**config.mk**
```make
export PLATFORM = sky130hd
export DESIGN_NAME = wr_serializer
export DESIGN_NICKNAME = d
export VERILOG_FILES = /design/src/rtl/wser_pkg.sv /design/src/rtl/wser_hold_reg.sv /design/src/rtl/wser_rdy_flag.sv /design/src/rtl/wser_shift_fsm.sv /design/src/rtl/wr_serializer.sv
export SDC_FILE = /design/constraint.sdc
export NUM_CORES = 1
export LEC_CHECK = 0
export BUFFER_PORTS_ARGS = -buffer_cell sky130_fd_sc_hd__buf_4
export CORE_MARGIN = 5
export CORE_UTILIZATION = 30
export CTS_BUF_LIST = sky130_fd_sc_hd__clkbuf_8
export DETAILED_ROUTE_END_ITERATION = 6
export PLACE_DENSITY = 0.6
export SLEW_MARGIN = 20
export SYNTH_ARGS = -nofsm -noshare
export SYNTH_HDL_FRONTEND = slang
export SYNTH_SLANG_ARGS = --single-unit
export TNS_END_PERCENT = 50
```
**constraint.sdc**
```tcl
create_clock -name clk -period 1.3 [get_ports clk]
set_input_delay 0.26 -clock clk [delete_from_list [all_inputs] [get_ports clk]]
set_output_delay 0.26 -clock clk [all_outputs]
set_load 0.03 [all_outputs]
```
**src/rtl/wser_pkg.sv**
```systemverilog
package wser_pkg;
    typedef enum logic [0:0] {
        ST_IDLE  = 1'b0,
        ST_SHIFT = 1'b1
    } wser_state_e;
endpackage

```
**src/rtl/wser_hold_reg.sv**
```systemverilog
module wser_hold_reg #(
    parameter int DATA_W = 8
) (
    input  logic              clk,
    input  logic              rst,
    input  logic              we,
    input  logic [DATA_W-1:0] wdata,
    output logic [DATA_W-1:0] hold
);
    always_ff @(posedge clk) begin
        if (rst)     hold <= '0;
        else if (we) hold <= wdata;
    end

    // a host write lands in the holding register
    p_host_write_r2: assert property (@(posedge clk) disable iff (rst)
        we |=> hold == $past(wdata));
endmodule

```
**src/rtl/wser_rdy_flag.sv**
```systemverilog
module wser_rdy_flag (
    input  logic clk,
    input  logic rst,
    input  logic set,
    input  logic clr,
    output logic flag
);
    always_ff @(posedge clk) begin
        if (rst)      flag <= 1'b0;
        else if (set) flag <= 1'b1;   // set wins over clear
        else if (clr) flag <= 1'b0;
    end

    // a load always leaves the flag set, even with acknowledge
    p_set_wins_r8: assert property (@(posedge clk) disable iff (rst)
        set |=> flag);
    // without a load, the flag can only rise through set
    p_sticky_r8: assert property (@(posedge clk) disable iff (rst)
        (!flag && !set) |=> !flag);
endmodule

```
**src/rtl/wser_shift_fsm.sv**
```systemverilog
module wser_shift_fsm
    import wser_pkg::*;
#(
    parameter int DATA_W = 8
) (
    input  logic              clk,
    input  logic              rst,
    input  logic              wr_mode,
    input  logic              bit_en,
    input  logic [DATA_W-1:0] hold,
    output logic              load,
    output logic              ser_out
);
    localparam int CNT_W = (DATA_W > 1) ? $clog2(DATA_W) : 1;
    localparam logic [CNT_W-1:0] LAST = CNT_W'(DATA_W - 1);

    wser_state_e       state, state_nx;
    logic [DATA_W-1:0] shreg;
    logic [CNT_W-1:0]  cnt;
    logic              step;

    // state register
    always_ff @(posedge clk) begin
        if (rst) state <= ST_IDLE;
        else     state <= state_nx;
    end

    // next state: start, reload (self loop), stop
    always_comb begin
        state_nx = state;
        unique case (state)
            ST_IDLE:  if (wr_mode && bit_en) state_nx = ST_SHIFT;
            ST_SHIFT: if (!wr_mode)          state_nx = ST_IDLE;
            default:                         state_nx = ST_IDLE;
        endcase
    end

    // outputs
    always_comb begin
        load    = 1'b0;
        step    = 1'b0;
        ser_out = 1'b0;
        unique case (state)
            ST_IDLE: begin
                load = wr_mode && bit_en;
            end
            ST_SHIFT: begin
                ser_out = shreg[DATA_W-1];
                load    = wr_mode && bit_en && (cnt == LAST);
                step    = wr_mode && bit_en && (cnt != LAST);
            end
            default: ;
        endcase
    end

    // shift datapath
    always_ff @(posedge clk) begin
        if (rst) begin
            shreg <= '0;
            cnt   <= '0;
        end else if (load) begin
            shreg <= hold;
            cnt   <= '0;
        end else if (step) begin
            shreg <= {shreg[DATA_W-2:0], 1'b0};
            cnt   <= cnt + 1'b1;
        end
    end

    // a load captures the holding value seen before the edge
    p_load_old_hold_r7: assert property (@(posedge clk) disable iff (rst)
        load |=> shreg == $past(hold));
    // one enable moves the register by one place
    p_shift_one_r4: assert property (@(posedge clk) disable iff (rst)
        step |=> shreg == {$past(shreg[DATA_W-2:0]), 1'b0});
    // no enable, no change on the line
    p_frozen_r4: assert property (@(posedge clk) disable iff (rst)
        (!bit_en && wr_mode) |=> $stable(shreg));
    // write mode low silences the line on the next cycle
    p_exit_low_r9: assert property (@(posedge clk) disable iff (rst)
        !wr_mode |=> !ser_out);
endmodule

```
**src/rtl/wr_serializer.sv**
```systemverilog
module wr_serializer #(
    parameter int DATA_W = 8
) (
    input  logic              clk,
    input  logic              rst,
    input  logic              wr_mode,
    input  logic              bit_en,
    input  logic              host_we,
    input  logic [DATA_W-1:0] host_wdata,
    input  logic              rdy_ack,
    output logic              byte_rdy,
    output logic              ser_out
);
    logic [DATA_W-1:0] hold;
    logic              load;

    wser_hold_reg #(.DATA_W(DATA_W)) hold_i (
        .clk(clk), .rst(rst), .we(host_we), .wdata(host_wdata), .hold(hold)
    );

    wser_shift_fsm #(.DATA_W(DATA_W)) fsm_i (
        .clk(clk), .rst(rst), .wr_mode(wr_mode), .bit_en(bit_en),
        .hold(hold), .load(load), .ser_out(ser_out)
    );

    wser_rdy_flag rdy_i (
        .clk(clk), .rst(rst), .set(load), .clr(rdy_ack), .flag(byte_rdy)
    );

    // outside write mode the flag never rises
    p_no_set_idle_r10: assert property (@(posedge clk) disable iff (rst)
        (!wr_mode && !byte_rdy) |=> !byte_rdy);
endmodule

```
==> impl_metrics.json <==
{
  "status": "finished with violations",
  "violations": "setup timing",
  "fill_cells": 298,
  "place.gp.congestion": 0.6539,
  "core_sq_mm": 0.002978,
  "grt_overflow": 0,
  "avgSynthCellArea_sq_um": 10.53,
  "multi_input_area_sq_um": 469.2,
  "die_h_um": 64.95,
  "diodes": 0,
  "portBuffers": 15,
  "seq_area_frac_synth_pct": 46.41,
  "antenna_found_initial": 0,
  "power.share.sequential_pct": 55.7,
  "finalHoldViolCount": 0,
  "rrSetupSlack_ps": -20,
  "worstPathRequired_ps": 1470,
  "h-tree-depth": 1,
  "setup_viol": 5,
  "synth_cells": 86,
  "grt_setup_unrepaired": "yes",
  "synthDistinctLibCells": 21,
  "yosysTopAreaCell": "dfxtp_1",
  "clk_latency_ps": 260,
  "ys_ff_latch": 21,
  "slew_headroom_pct": 84.47,
  "drc": 0,
  "max_freq_mhz": 757.0,
  "boundaryPins": 16,
  "cpPeakStageDelay_ps": 340,
  "track_usage_pct": 8.827,
  "first_pass_iters": 2,
  "die_x_um": 64.95,
  "utilization_pct": 36.93,
  "critPathLaunchType": "flip-flop",
  "switching_power_uw": 286.3,
  "std_cell_rows": 20,
  "design_area_sq_mm": 0.001100,
  "syn_to_final_growth_pct": 21.41,
  "grt_max_degree": 22,
  "worst_slew_pin_slew_ps": 233.0,
  "cp-end-kind": "flip-flop",
  "cp_max_fo": 5,
  "cts_buffers": 3,
  "max_cap_violations": 0,
  "critPathTopFamily": "flip-flops",
  "synth_area_sq_um": 905.9,
  "ir_drop_mv": 0.7239,
  "fin_crit_ps": 1321,
  "swShare_pct": 22.95,
  "root_buffer": "clkbuf_8",
  "hpwl_um": 1112,
  "p_leak_uw": 0.0004988,
  "wirelength_um": 1604,
  "crit_chain": "ha_4, ha_2, nand2b_2, mux2i_1, a211oi_1",
  "drtIter0Drc": 31,
  "postPlaceCellArea_sq_mm": 0.001035,
  "worst_slack_ps": -21.00,
  "power_density_mw_per_mm2": 1135,
  "p_int_uw": 961.5,
  "hold_class": "in2reg",
  "synth_area_leaders": "dfxtp_1 46%, mux2i_1 19%, nor2_1 6.6%, a211oi_1 5.0%, ha_1 4.1%",
  "cp_slowest_cell": "dfxtp_2",
  "clkTransAtPathRegs_ps": 70,
  "clockPowerShare_pct": 32.9,
  "fin_crit_sh_pct": 101.6,
  "vias_per_cell": 4.776,
  "grt_pass1_vias": 643,
  "routedWlPerCell_um": 11.97,
  "fin_skew_ps": 3.475,
  "synth.top_cell.area_share_pct": 46.41,
  "cts_sinks": 21,
  "regArea_sq_um": 424.2,
  "postRouteAntennaNets": 0,
  "crit_type": "reg2reg",
  "maxSlewViolCount": 0,
  "cts_buffer_depth": 2,
  "ys.warnings.count": 0,
  "initial_utilization_pct": 30.42,
  "grt_pass1_wl_um": 2849,
  "total_power_uw": 1248,
  "power_frac_comb_pct": 11.4,
  "num_vias": 640,
  "cts_tree": "built",
  "drive_above_1_share_pct": 32.67,
  "nets": 119,
  "cp.arrival_ps": 1490,
  "die-area_sq_mm": 0.004219,
  "cp_num_buf_inv": 0,
  "synth_fp_nets": 103,
  "post-cts-setup-buffers": 0
}
[synthesized netlist by cell type]
library cell / instances
nor3b_1: 1
nor2_2: 1
a211oi_2: 1
nor2b_1: 1
xor2_1: 1
and2_2: 1
a211oi_1: 6
buf_12: 1
nand3_1: 1
nand4b_1: 1
clkbuf_1: 2
and2_4: 2
nor2_1: 16
dfxtp_1: 21
buf_2: 1
ha_1: 3
nor3_1: 3
nand2b_1: 2
a21oi_1: 2
buf_6: 2
mux2i_1: 17
[cells in the final DEF (no fill, tap or decap), drive strengths merged, types with 2 or more instances in the layout]
cell type,n
dfxtp,21
mux2i,17
nor2,17
buf,16
a211oi,7
nor3,3
clkbuf,3
and2,3
ha,3
nand2b,3
a21oi,2
[power groups by stage]
stage | Sequential (uW) | Clock, uW | Combinational, uW
after floorplan | 707 | 0 | 103
after global placement | 708 | 0 | 143
after detailed placement | 709 | 0 | 147
after CTS | 696 | 429 | 145
after global routing | 699 | 468 | 161
final | 695 | 410 | 143
[stage by stage]
stage | hold slack, ps | setup slack (ps) | instances | TNS, ps
CTS | 230.7 | -44.17 | 134 | -129.8
global route | 237.9 | -151.8 | 134 | -758.6
finish | 236.4 | -21.00 | 134 | -69.32
detailed placement | 469.9 | -133.5 | 130 | -720.1
global placement | 456.7 | -69.87 | 130 | -477.1
floorplan | 336.1 | -15.14 | 86 | -29.65
[path summary, 6_finish.rpt]
check	startpoint	end	depth (start not counted)
worst min register to register	fsm_i.shreg[0]	fsm_i.shreg[0]	2
worst max-delay path	fsm_i.cnt[1]	fsm_i.shreg[3]	5
worst min-delay path	host_wdata[0]	hold_i.hold[0]	3
worst max register to register	fsm_i.cnt[1]	fsm_i.shreg[3]	5
[registers in the layout (all words and copies together) (netlist names)]
| signal | cells |
|---|---|
| fsm_i.shreg | 8 |
| hold_i.hold | 8 |
| fsm_i.cnt | 3 |
| fsm_i.state | 1 |
| rdy_i.flag | 1 |
[routing by layer]
| layer | share of wire [%] | up-vias | wire (um) | global-route usage (%) |
|---|---|---|---|---|
| li1 | - | 326 | - | - |
| met1 | 46 | 296 | 744 | 9.766 |
| met2 | 46 | 16 | 738 | 15.20 |
| met3 | 6.2 | 2 | 100 | 3.466 |
| met4 | 1.4 | 0 | 22 | 3.166 |
| met5 | 0 | - | 0 | 0 |
[area by class of cell]
class	instances	area share (%)
well taps	33	3.754
clock inverters	1	0.3413
flip-flops and latches	21	38.57
repair buffers	16	10.92
clock buffers	3	3.754
multi-input cells	60	42.66
[what timing repair did]
item | in CTS | in global routing
gates resized for setup | 7 | 1
pin swaps | 1 | 3
gates cloned | 1 | 0
hold buffers | 0 | 0
setup endpoints to repair | 10 | 11
[cells by family after synthesis]
kind of cell	Yosys count	share of synthesized area, %
AO/OA/AOI/OAI	9	7.458
adder cells (fa/ha/maj)	3	4.144
flip-flops	21	46.41
XOR/XNOR	1	0.9670
buffers and inverters	6	6.077
multiplexers	17	18.78
AND/OR/NAND/NOR	29	16.16
[worst min-delay path: cells and delay by family]
family | cells | cell delay (ps)
buffers and inverters | 1 | 80
and+or+nand+nor | 1 | 70
muxes | 1 | 50
No activity file was read; power rests on OpenSTA's default activity.
